**src/rtl/pgf_pkg.sv**
```systemverilog
package pgf_pkg;
  typedef enum logic [1:0] {
    HS_OFF   = 2'b00,
    HS_STBY  = 2'b01,
    HS_ON    = 2'b10,
    HS_TRANS = 2'b11
  } host_state_e;
endpackage

```
**src/rtl/pgf_sync.sv**
```systemverilog
module pgf_sync #(
  parameter int W      = 1,
  parameter int STAGES = 2
) (
  input  logic         clk,
  input  logic         rst_n,
  input  logic [W-1:0] d,
  output logic [W-1:0] q
);
  logic [W-1:0] stg [STAGES];

  always_ff @(posedge clk or negedge rst_n) begin
    if (!rst_n) begin
      for (int i = 0; i < STAGES; i++) stg[i] <= '0;
    end else begin
      stg[0] <= d;
      for (int i = 1; i < STAGES; i++) stg[i] <= stg[i-1];
    end
  end

  assign q = stg[STAGES-1];
endmodule

```
**src/rtl/pgf_ms_tick.sv**
```systemverilog
module pgf_ms_tick #(
  parameter int CYC_PER_MS = 50000
) (
  input  logic clk,
  input  logic rst_n,
  input  logic clr,
  output logic tick
);
  localparam int CW = (CYC_PER_MS > 1) ? $clog2(CYC_PER_MS) : 1;
  localparam logic [CW-1:0] LAST = CW'(CYC_PER_MS - 1);

  logic [CW-1:0] cnt;
  logic          wrap;

  assign wrap = (cnt == LAST);

  always_ff @(posedge clk or negedge rst_n) begin
    if (!rst_n)         cnt <= '0;
    else if (clr||wrap) cnt <= '0;
    else                cnt <= cnt + 1'b1;
  end

  assign tick = wrap & ~clr;

  // A cleared divider starts a fresh millisecond, so the next cycle cannot tick.
  p_fresh_after_clr_r6: assert property (@(posedge clk) disable iff (!rst_n)
    (clr && CYC_PER_MS > 1) |=> !tick);
endmodule

```
**src/rtl/pgf_rst_gate.sv**
```systemverilog
module pgf_rst_gate (
  input  logic clk,
  input  logic rst_n,
  input  logic rst_s,
  input  logic en_s,
  input  logic pg_s,
  output logic fwd
);
  logic qualified;
  assign qualified = en_s & pg_s;

  always_ff @(posedge clk or negedge rst_n) begin
    if (!rst_n) fwd <= 1'b0;
    else        fwd <= rst_s & (fwd | qualified);
  end

  p_rise_qualified_r1: assert property (@(posedge clk) disable iff (!rst_n)
    $rose(fwd) |-> $past(en_s && pg_s));
  p_fall_passes_r3: assert property (@(posedge clk) disable iff (!rst_n)
    !rst_s |=> !fwd);
  p_hold_high_r4: assert property (@(posedge clk) disable iff (!rst_n)
    (fwd && rst_s) |=> fwd);
endmodule

```
**src/rtl/pgf_pwrok_delay.sv**
```systemverilog
module pgf_pwrok_delay #(
  parameter int CYC_PER_MS = 50000,
  parameter int DELAY_MS   = 2
) (
  input  logic clk,
  input  logic rst_n,
  input  logic on_s,
  input  logic good_s,
  output logic ok
);
  localparam int DW = (DELAY_MS > 1) ? $clog2(DELAY_MS) : 1;
  localparam logic [DW-1:0] MS_LAST = DW'(DELAY_MS - 1);

  logic          arm;
  logic          tick;
  logic [DW-1:0] ms_cnt;

  assign arm = on_s & good_s;

  pgf_ms_tick #(.CYC_PER_MS(CYC_PER_MS)) u_tick (
    .clk  (clk),
    .rst_n(rst_n),
    .clr  (~arm | ok),
    .tick (tick)
  );

  always_ff @(posedge clk or negedge rst_n) begin
    if (!rst_n) begin
      ok     <= 1'b0;
      ms_cnt <= '0;
    end else if (!arm) begin
      ok     <= 1'b0;
      ms_cnt <= '0;
    end else if (!ok && tick) begin
      if (ms_cnt == MS_LAST) begin
        ok     <= 1'b1;
        ms_cnt <= '0;
      end else begin
        ms_cnt <= ms_cnt + 1'b1;
      end
    end
  end

  p_rise_on_tick_r6: assert property (@(posedge clk) disable iff (!rst_n)
    $rose(ok) |-> $past(tick && arm));
  p_drop_fast_r7: assert property (@(posedge clk) disable iff (!rst_n)
    !arm |=> !ok);
  p_cancel_r8: assert property (@(posedge clk) disable iff (!rst_n)
    (!arm) |=> (ms_cnt == '0));
endmodule

```
**src/rtl/pg_forward_gate.sv**
```systemverilog
module pg_forward_gate
  import pgf_pkg::*;
#(
  parameter int CYC_PER_MS = 50000,
  parameter int DELAY_MS   = 2,
  parameter int SYNC_STAGES = 2
) (
  input  logic       clk,
  input  logic       rst_n,
  input  logic [1:0] host_state,
  input  logic       rail_en,
  input  logic       rail_good,
  input  logic       rstb_in,
  input  logic       sys_good,
  output logic       rstb_out,
  output logic       pwr_ok,
  output logic       off_req
);
  localparam int NSIG = 6;

  logic [NSIG-1:0] raw, syn;
  host_state_e     state_s;
  logic            en_s, pg_s, rst_s, sys_s;

  assign raw = {host_state, rail_en, rail_good, rstb_in, sys_good};

  pgf_sync #(.W(NSIG), .STAGES(SYNC_STAGES)) u_sync (
    .clk  (clk),
    .rst_n(rst_n),
    .d    (raw),
    .q    (syn)
  );

  assign state_s = host_state_e'(syn[5:4]);
  assign en_s    = syn[3];
  assign pg_s    = syn[2];
  assign rst_s   = syn[1];
  assign sys_s   = syn[0];

  pgf_rst_gate u_rst_gate (
    .clk  (clk),
    .rst_n(rst_n),
    .rst_s(rst_s),
    .en_s (en_s),
    .pg_s (pg_s),
    .fwd  (rstb_out)
  );

  pgf_pwrok_delay #(.CYC_PER_MS(CYC_PER_MS), .DELAY_MS(DELAY_MS)) u_pwrok (
    .clk   (clk),
    .rst_n (rst_n),
    .on_s  (state_s == HS_ON),
    .good_s(sys_s),
    .ok    (pwr_ok)
  );

  always_ff @(posedge clk or negedge rst_n) begin
    if (!rst_n) off_req <= 1'b0;
    else        off_req <= (state_s == HS_STBY) & ~rst_s;
  end

  p_on_only_r5: assert property (@(posedge clk) disable iff (!rst_n)
    (state_s != HS_ON) |=> !pwr_ok);
  p_off_set_r9: assert property (@(posedge clk) disable iff (!rst_n)
    ((state_s == HS_STBY) && !rst_s) |=> off_req);
  p_off_clear_r9: assert property (@(posedge clk) disable iff (!rst_n)
    rst_s |=> !off_req);
  p_reset_quiet_r10: assert property (@(posedge clk)
    !rst_n |-> (!rstb_out && !pwr_ok && !off_req));
endmodule

```
**config.mk**
```make
export PLATFORM = sky130hd
export DESIGN_NAME = pg_forward_gate
export DESIGN_NICKNAME = d
export VERILOG_FILES = /design/src/rtl/pgf_pkg.sv /design/src/rtl/pgf_sync.sv /design/src/rtl/pgf_ms_tick.sv /design/src/rtl/pgf_rst_gate.sv /design/src/rtl/pgf_pwrok_delay.sv /design/src/rtl/pg_forward_gate.sv
export SDC_FILE = /design/constraint.sdc
export NUM_CORES = 1
export LEC_CHECK = 0
export ABC_CLOCK_PERIOD_IN_PS = 4150
export BUFFER_PORTS_ARGS = -buffer_cell sky130_fd_sc_hd__buf_2
export CORE_MARGIN = 4
export CORE_UTILIZATION = 61
export CTS_CLUSTER_SIZE = 12
export DETAILED_ROUTE_END_ITERATION = 12
export PLACE_DENSITY = 0.84
export RECOVER_POWER = 100
export SETUP_SLACK_MARGIN = 0.05
export SKIP_CTS_REPAIR_TIMING = 1
export SLEW_MARGIN = 15
export SYNTH_ARGS = -nofsm -noshare
export SYNTH_HDL_FRONTEND = slang
export SYNTH_SLANG_ARGS = --single-unit
```
**constraint.sdc**
```tcl
create_clock -name clk -period 4.15 [get_ports clk]
set_input_delay 1.0375 -clock clk [delete_from_list [all_inputs] [get_ports clk]]
set_output_delay 1.0375 -clock clk [all_outputs]
set_load 0.03 [all_outputs]
```
## Word-level counts from Yosys, hierarchy flattened

Cells that the tools add are included.

- Register bits: 32
- Output and inout port bits: 3
- Word-level logic and storage cells: 35

- Add/sub/neg operators: 2
- Equality and inequality tests: 5
- Mux-type cells: 7
- Bitwise gates (word level): 10
- Reductions and logical operators: 4

Operators by type and width:

| cell | count |
|---|---|
| $add A16 B1 Y16 const B | 1 |
| $eq A16 B16 Y1 const B | 1 |
| $mux W16 | 1 |
| $mux W1 | 6 |
| $and A1 B1 Y1 | 5 |
| $ne A2 B2 Y1 const B | 2 |
| $not A1 Y1 | 3 |
| $eq A2 B1 Y1 const B | 1 |
| $eq A2 B2 Y1 const B | 1 |
| $or A1 B1 Y1 | 2 |
| $reduce_and A2 Y1 | 1 |
| $add A1 B1 Y1 const B | 1 |
| $logic_and A1 B1 Y1 | 1 |
| $logic_not A1 Y1 | 1 |
| $logic_or A1 B1 Y1 | 1 |

## Logic depth before layout (Yosys ltp)

Gate-level depths: netlist of the first run.

- Word-level depth: 9
- Mapped depth: 7
- Mapped depth without buffers: 5

## Cells and area by module

From an unflattened synthesis of the first run, not the netlist that was laid out.

- Cells, all modules: 115
- Area, all modules: 1,365.1 um2

Modules (own cells, without submodules):

| module | instances | cells each | area each (um2) | seq. area each (um2) |
|---|---|---|---|---|
| pgf_ms_tick | 1 | 82 | 842.1 | 400.4 |
| pgf_sync | 1 | 18 | 345.3 | 300.3 |
| pgf_pwrok_delay | 1 | 9 | 95.1 | 50.0 |
| pg_forward_gate | 1 | 3 | 46.3 | 25.0 |
| pgf_rst_gate | 1 | 3 | 36.3 | 25.0 |

## Least setup slack after synthesis of the first run

Ideal clock, no wire load.

- Kind: reg2reg
- Start: reg u_pwrok.u_tick.cnt[5]
- End: reg u_pwrok.ms_cnt
- Setup time: 0.125 ns
- Data arrival time: 1.701 ns
- Data required time: 4.025 ns
- Path slack: 2.324 ns
- Stages on the path, launching flop included: 5
- Buffers on the path: 0
- Cell sequence: dfrtp_1 or4_1 nor4_2 nor2b_1 mux2_2

- Longest elaborated chain between the ends: 4

Ends and longest elaborated chain:

| element | line | text |
|---|---|---|
| start, declared | pgf_ms_tick.sv:12 | `logic [CW-1:0] cnt;` |
| start signal, assigned | pgf_ms_tick.sv:20 | `else cnt <= cnt + 1'b1;` |
| $eq A16 B16 Y1 | pgf_ms_tick.sv:15 | `assign wrap = (cnt == LAST);` |
| $and A1 B1 Y1 | pgf_ms_tick.sv:23 | `assign tick = wrap & ~clr;` |
| $logic_and A1 B1 Y1 | pgf_pwrok_delay.sv:34 | `end else if (!ok && tick) begin` |
| $ne A2 B2 Y1 (no source line) | -- |  |
| end signal, assigned | pgf_pwrok_delay.sv:39 | `ms_cnt <= ms_cnt + 1'b1;` |
| end, declared | pgf_pwrok_delay.sv:16 | `logic [DW-1:0] ms_cnt;` |

Every way passes these cells.
A chain may end at the register's enable or synchronous reset.

## Worst setup path in the final report of the first run

- Start: reg u_pwrok.u_tick.cnt[5]
- End: reg u_pwrok.u_tick.cnt[4]

- Longest elaborated chain between the ends: 3

Ends and longest elaborated chain:

| element | line | text |
|---|---|---|
| $eq A16 B16 Y1 | pgf_ms_tick.sv:15 |  |
| $logic_or A1 B1 Y1 | pgf_ms_tick.sv:19 | `else if (clr\|\|wrap) cnt <= '0;` |
| $mux W16 | pgf_ms_tick.sv:19 |  |

Every way passes these cells.

==> results of run 1 <==
## layout make-up
class	instances	area, um2	area share [%]
clock buffers	5	37.5	2.67
well taps	27	33.8	2.40
multi-input cells	71	428	30.4
clock inverters	3	42.5	3.02
flip-flops and latches	32	801	56.9
inverters	5	18.8	1.33
repair buffers	10	45.0	3.20
## final timing paths
kind	end	slack [ns]	cells after the start
setup / recovery	u_pwrok.u_tick.cnt[4]$_DFF_PN0_	1.99	4
hold / removal	u_sync.q[5]$_DFF_PN0_	0.36	0
setup reg to reg	u_pwrok.u_tick.cnt[4]$_DFF_PN0_	1.99	4
hold reg to reg	u_sync.q[5]$_DFF_PN0_	0.36	0
max in group asynchronous	u_pwrok.u_tick.cnt[13]$_DFF_PN0_	2.12	1
min in group asynchronous	u_sync.q[2]$_DFF_PN0_	1.09	1
## critical path, stage by stage (launching register included)
cell and delay (ns):
dfrtp_1 0.45, or4_1 0.55, nor4_1 0.39, or3_1 0.52
nor2_1 0.12
## power by group through the flow
stage / sequential [mW] / combinational [mW] / clock [mW]
floorplan: 0.329 / 0.00567 / 0
global placement: 0.327 / 0.0161 / 0
detailed placement: 0.328 / 0.0166 / 0
CTS: 0.322 / 0.0166 / 0.236
global route: 0.323 / 0.0183 / 0.250
finish: 0.322 / 0.0157 / 0.233
## layout by cell type (no fill, tap or decap), drive strengths merged, types with 3 or more instances in the layout
| cell | Yosys | routed |
|---|---|---|
| buf | 2 | 6 |
| nand2 | 4 | 4 |
| xnor2 | 11 | 11 |
| nand3 | 5 | 5 |
| dfrtp | 32 | 32 |
| inv | 5 | 5 |
| nor2 | 21 | 21 |
| a21oi | 3 | 3 |
| nand4 | 4 | 4 |
| clkbuf | 0 | 9 |
| nor3 | 5 | 5 |
| nor4 | 3 | 3 |
## metrics by stage
stage	hold WS, ns	setup slack, ns
6_report	0.357	1.99
5_1_grt	0.366	1.72
4_1_cts	0.358	2.07
3_5_place_dp	0.335	2.10
3_3_place_gp	0.333	2.20
2_1_floorplan	0.331	2.32
## state kept, by name, summed over array words and instances (netlist names)
name                cells
u_rst_gate.fwd          1
off_req                 1
u_pwrok.ms_cnt          1
u_pwrok.ok              1
u_sync.stg              6
u_pwrok.u_tick.cnt     16
u_sync.q                6
## per-layer routing
| layer | up-vias | part of all wire (%) | track usage, % |
|---|---|---|---|
| li1 | 404 | - | - |
| met3 | 12 | 4.5 | 5.82 |
| met1 | 401 | 44 | 24.8 |
| met4 | 0 | 4.4 | 13.2 |
| met5 | - | 0 | 0 |
| met2 | 16 | 47 | 28.2 |
## cell usage after synthesis
master | n | area (um2)
dfrtp_1 | 32 | 801
nor2_1 | 21 | 78.8
xnor2_1 | 11 | 96.3
inv_1 | 5 | 18.8
nor3_1 | 5 | 25.0
nand2_1 | 4 | 15.0
nand3_1 | 4 | 20.0
nand4_1 | 4 | 25.0
a21oi_1 | 3 | 15.0
nor2b_1 | 2 | 12.5
nor4_1 | 2 | 12.5
or3_1 | 2 | 12.5
or4_1 | 2 | 15.0
xor2_1 | 2 | 17.5
buf_6 | 1 | 11.3
buf_8 | 1 | 15.0
ha_1 | 1 | 12.5
mux2_2 | 1 | 11.3
nand3_2 | 1 | 10.0
nand3b_1 | 1 | 7.51
nand4b_1 | 1 | 8.76
nand4bb_1 | 1 | 11.3
nor3b_1 | 1 | 7.51
nor4_2 | 1 | 12.5
o31ai_1 | 1 | 7.51
## cell families (layout without fill, tap and decap cells)
group	count (synthesis)	count (layout)
muxes	1	1
and+or+nand+nor	52	52
buffers and inverters	7	23
adders and majority gates	1	1
DFF	32	32
AOI/OAI and AO/OA	4	4
xor gates and xnor gates	13	13
==> results.py, run 1 <==
metrics = {
    "detailed_routing": {
        "drtIter0Drc": 12,
        "first_pass_iters": 4,
        "drc_errors": 0,
        "route.vias.total": 833,
        "postRouteAntennaNets": 0,
        "vias_per_cell": 5.44,
        "wl_um": 2170,
        "routedWlPerCell_um": 14.2,
    },
    "final_layout": {
        "final_util_pct": 71.0,
        "area_delta_synth_final_pct": 9.87,
        "fin_nets": 134,
        "nFillCells": 151,
        "stdcell_count": 153,
        "drive_above_1_share_pct": 12.7,
        "design_area_um2": 1410,
        "num_antenna_cells": 0,
    },
    "worst_setup_path": {
        "arrival_ns": 2.38,
        "path_max_fanout": 16,
        "crit_type": "reg2reg",
        "cp-start-kind": "flop",
        "worstPathRequired_ns": 4.37,
        "r2r-start": "u_pwrok.u_tick.cnt[5]$_DFF_PN0_",
        "cp-end-kind": "flop",
        "crit_start": "u_pwrok.u_tick.cnt[5]$_DFF_PN0_",
    },
    "job": {
        "cap_violations": 1,
    },
    "floorplan": {
        "rows": 16,
        "die_h_um": 53.8,
        "ios": 11,
        "die_w_um": 53.8,
        "die_area_um2": 2890,
        "initial_core_util_pct": 64.6,
        "core_area_um2": 1980,
    },
    "timing": {
        "final.setup.tns_ns": 0,
        "min_period_over_period_pct": 52.0,
        "slew_viol_final": 33,
        "finalHoldViolCount": 0,
        "rsz0062_at_grt": "no",
        "fin_crit_ns": 2.16,
        "skew_ns": 0.00890,
        "tightestPinTransition_ns": 1.62,
        "fmax_mhz": 463,
        "setup_violations": 0,
        "relSlewSlack_pct": -7.77,
    },
    "global_route": {
        "track_usage_pct": 19.4,
        "grt-ovfl-total": 0,
        "grt_max_degree": 33,
        "antenna_found_initial": 0,
        "grt_pass1_wl_um": 3750,
        "grt_pass1_vias": 825,
    },
    "power": {
        "power.density_nw_per_um2": 406,
        "internal_power_mw": 0.448,
        "clock_power_share_pct": 40.9,
        "p_comb_share_pct": 2.7,
        "vdd_drop_max_mv": 0.314,
        "pwr-share-seq_pct": 56.4,
        "power.leakage_nw": 0.561,
        "sw_frac_of_total_pct": 21.4,
        "power_mw": 0.571,
        "p_switching_mw": 0.122,
    },
    "synthesis": {
        "syn-num-nets": 119,
        "seq_area_frac_synth_pct": 62.6,
        "yosys_warnings": 0,
        "synthSimpleGateAreaFrac_pct": 21.4,
        "synth_top_family_by_area": "simple AND/OR/NAND/NOR gates",
        "syn-cell-area_um2": 1280,
        "syn_inst": 110,
        "ys_ff_latch": 32,
        "synth_compound_area_share_pct": 1.76,
        "synthMuxAreaShare_pct": 0.880,
        "syn_avg_cell_area_um2": 11.6,
        "synth_fa_ha_area_share_pct": 0.978,
        "synth_xor_area_share_pct": 8.90,
        "synth.distinct_cells": 25,
    },
    "clocking": {
        "insertion_delay_ns": 0.34,
        "h-tree-depth": 2,
        "root_buffer": "clkbuf_4",
        "clockBufferDepth": 2,
        "clk_pin_slew_worst_paths_ns": 0.10,
        "cts_sinks": 32,
        "cts_buffers": 5,
        "cts_tree": "done",
    },
    "status": {
        "status": "finished, violations left",
        "violations": "capacitance limit, slew limit",
    },
    "min_path": {
        "hold_class": "reg2reg",
        "hp-start": "u_sync.stg[11]$_DFF_PN0_",
    },
    "placement": {
        "routabilityCongestion": 0.920,
        "placed_cell_area_um2": 1340,
        "port_buffers": 10,
        "post-place-cells": 145,
        "dp_hpwl_um": 1500,
    },
}
(Power assumes the default switching activity.)
==> run 2, diff against run 1 <==
--- a/config.mk
+++ b/config.mk
@@ -5,13 +5,13 @@
 export SDC_FILE = /design/constraint.sdc
 export NUM_CORES = 1
 export LEC_CHECK = 0
-export ABC_CLOCK_PERIOD_IN_PS = 4150
+export ABC_CLOCK_PERIOD_IN_PS = 2200
 export BUFFER_PORTS_ARGS = -buffer_cell sky130_fd_sc_hd__buf_2
 export CORE_MARGIN = 4
-export CORE_UTILIZATION = 61
+export CORE_UTILIZATION = 56
 export CTS_CLUSTER_SIZE = 12
 export DETAILED_ROUTE_END_ITERATION = 12
-export PLACE_DENSITY = 0.84
+export PLACE_DENSITY = 0.79
 export RECOVER_POWER = 100
 export SETUP_SLACK_MARGIN = 0.05
 export SKIP_CTS_REPAIR_TIMING = 1
==> constraint.sdc (replaced) <==
create_clock -name clk -period 2.2 [get_ports clk]
set_input_delay 0.55 -clock clk [delete_from_list [all_inputs] [get_ports clk]]
set_output_delay 0.55 -clock clk [all_outputs]
set_load 0.03 [all_outputs]
==> results.py, run 2 (synthesis gave the netlist of run 1 again) <==
metrics = {
    "status": {
        "status": "finished, violations left",
        "violations": "capacitance limit, slew limit",
    },
    "detailed_routing": {
        "drtIter0Drc": 32,
        "route.vias.total": 837,
        "wl_um": 2180,
        "routedWlPerCell_um": 14.1,
        "postRouteAntennaNets": 0,
        "vias_per_cell": 5.40,
        "first_pass_iters": 4,
        "drc_errors": 0,
    },
    "placement": {
        "dp_hpwl_um": 1530,
        "placed_cell_area_um2": 1350,
        "port_buffers": 10,
        "routabilityCongestion": 0.854,
        "post-place-cells": 147,
    },
    "final_layout": {
        "seq_area_um2": 801,
        "fin_nets": 135,
        "layout_commonest_cell": "dfrtp_1",
        "design_area_um2": 1420,
        "num_antenna_cells": 0,
        "nFillCells": 176,
        "largest_reg_flops": 16,
        "drive_above_1_share_pct": 14.2,
        "largest_register": "u_pwrok.u_tick.cnt",
        "multiInputGateArea_um2": 434,
        "stdcell_count": 155,
        "area_delta_synth_final_pct": 10.9,
        "final_cell_mix": "dfrtp_1 (32), nor2_1 (21), xnor2_1 (11), buf_2 (6)",
    },
    "clocking": {
        "clk_pin_slew_worst_paths_ns": 0.11,
        "cts_buffers": 5,
        "root_buffer": "clkbuf_4",
        "h-tree-depth": 2,
        "insertion_delay_ns": 0.33,
        "clockBufferDepth": 2,
        "cts_tree": "done",
        "cts_sinks": 32,
    },
    "worst_setup_path": {
        "crit_chain": "or4_1 > nor4_2 > or3_1 > clkbuf_2 > nor2_1",
        "crit_type": "reg2reg",
        "path_buf_inv": 1,
        "cp_top_family": "simple AND/OR/NAND/NOR gates",
        "arrival_ns": 2.18,
        "cp-start-kind": "flop",
        "cpPeakStageDelay_ns": 0.56,
        "cp-end-kind": "flop",
        "path_max_fanout": 16,
        "worstPathRequired_ns": 2.41,
        "cp_slowest_cell": "or4_1",
    },
    "timing": {
        "slew_viol_final": 33,
        "skew_ns": 0.0111,
        "finalHoldViolCount": 0,
        "final.setup.tns_ns": 0,
        "setup_violations": 0,
        "fin_crit_ns": 1.98,
        "rsz0062_at_grt": "no",
        "min_period_over_period_pct": 89.8,
        "fmax_mhz": 506,
        "relSlewSlack_pct": -8.67,
        "tightestPinTransition_ns": 1.63,
    },
    "floorplan": {
        "initial_core_util_pct": 58.4,
        "rows": 17,
        "ios": 11,
        "die_area_um2": 3110,
        "die_w_um": 55.8,
        "core_area_um2": 2190,
        "die_h_um": 55.8,
    },
    "min_path": {
        "hold_class": "in2reg",
    },
    "global_route": {
        "grt_pass1_vias": 809,
        "grt-ovfl-total": 0,
        "grt_max_degree": 33,
        "antenna_found_initial": 0,
        "track_usage_pct": 16.2,
        "grt_pass1_wl_um": 3790,
    },
    "power": {
        "power.leakage_nw": 0.565,
        "vdd_drop_max_mv": 0.524,
        "power.density_nw_per_um2": 758,
    },
    "job": {
        "cap_violations": 1,
    },
}
run 2: changes by cell type in the layout (fill, tap and decap cells not counted):
cell,delta
clkbuf_2,+1
nor4_2,+1
nor4_1,-1
run 2: routing by layer:
layer / wire, um / GRT usage [%] / share of wire [%]
met1: 976 / 20.5 / 45
met2: 1030 / 24.0 / 47
met3: 123 / 7.89 / 5.6
met4: 51 / 6.44 / 2.3
met5: 0 / 0 / 0
run 2: worst register-to-register path, stage by stage, from the launching register on:
cell	delay (ns)
dfrtp_1	0.46
or4_1	0.56
nor4_2	0.28
or3_1	0.15
clkbuf_2	0.30
nor2_1	0.10
run 2: worst paths after layout:
| path | from | to | slack, ns | cells past startpoint |
|---|---|---|---|---|
| setup / recovery | u_pwrok.u_tick.cnt[5]$_DFF_PN0_ | u_pwrok.u_tick.cnt[12]$_DFF_PN0_ | 0.22 | 5 |
| setup reg to reg | u_pwrok.u_tick.cnt[5]$_DFF_PN0_ | u_pwrok.u_tick.cnt[12]$_DFF_PN0_ | 0.22 | 5 |
| min in group asynchronous | rst_n | u_pwrok.u_tick.cnt[5]$_DFF_PN0_ | 0.61 | 1 |
| hold / removal | rstb_in | u_sync.stg[7]$_DFF_PN0_ | 0.32 | 1 |
| max in group asynchronous | rst_n | u_pwrok.u_tick.cnt[14]$_DFF_PN0_ | 0.63 | 1 |
| hold reg to reg | u_sync.stg[6]$_DFF_PN0_ | u_sync.q[0]$_DFF_PN0_ | 0.36 | 0 |
run 2: layout make-up:
class / count / area share [%]
sequential: 32 / 56.4
multi-input combinational: 71 / 30.6
tap: 28 / 2.47
clock inverter: 3 / 3.00
inverter: 5 / 1.32
clock buffer: 5 / 2.65
timing repair buffer: 11 / 3.53
run 2: metrics by stage:
| stage | power [mW] | util [%] | hold slack [ns] | worst slack [ns] |
|---|---|---|---|---|
| 2_1_floorplan | 0.632 | - | 0.254 | 0.374 |
| 3_3_place_gp | 0.650 | 61.5 | 0.333 | 0.324 |
| 3_5_place_dp | 0.652 | 61.5 | 0.335 | 0.262 |
| 4_1_cts | 1.09 | 65.1 | 0.259 | 0.243 |
| 5_1_grt | 1.12 | 64.8 | 0.284 | 0.124 |
| 6_report | 1.08 | 64.8 | 0.319 | 0.224 |
run 2: power by group:
group | internal [mW] | switching [mW] | leakage (nW)
Sequential | 0.602 | 0.00536 | 0.417
Clock | 0.237 | 0.201 | 0.0412
Combinational | 0.00813 | 0.0227 | 0.106
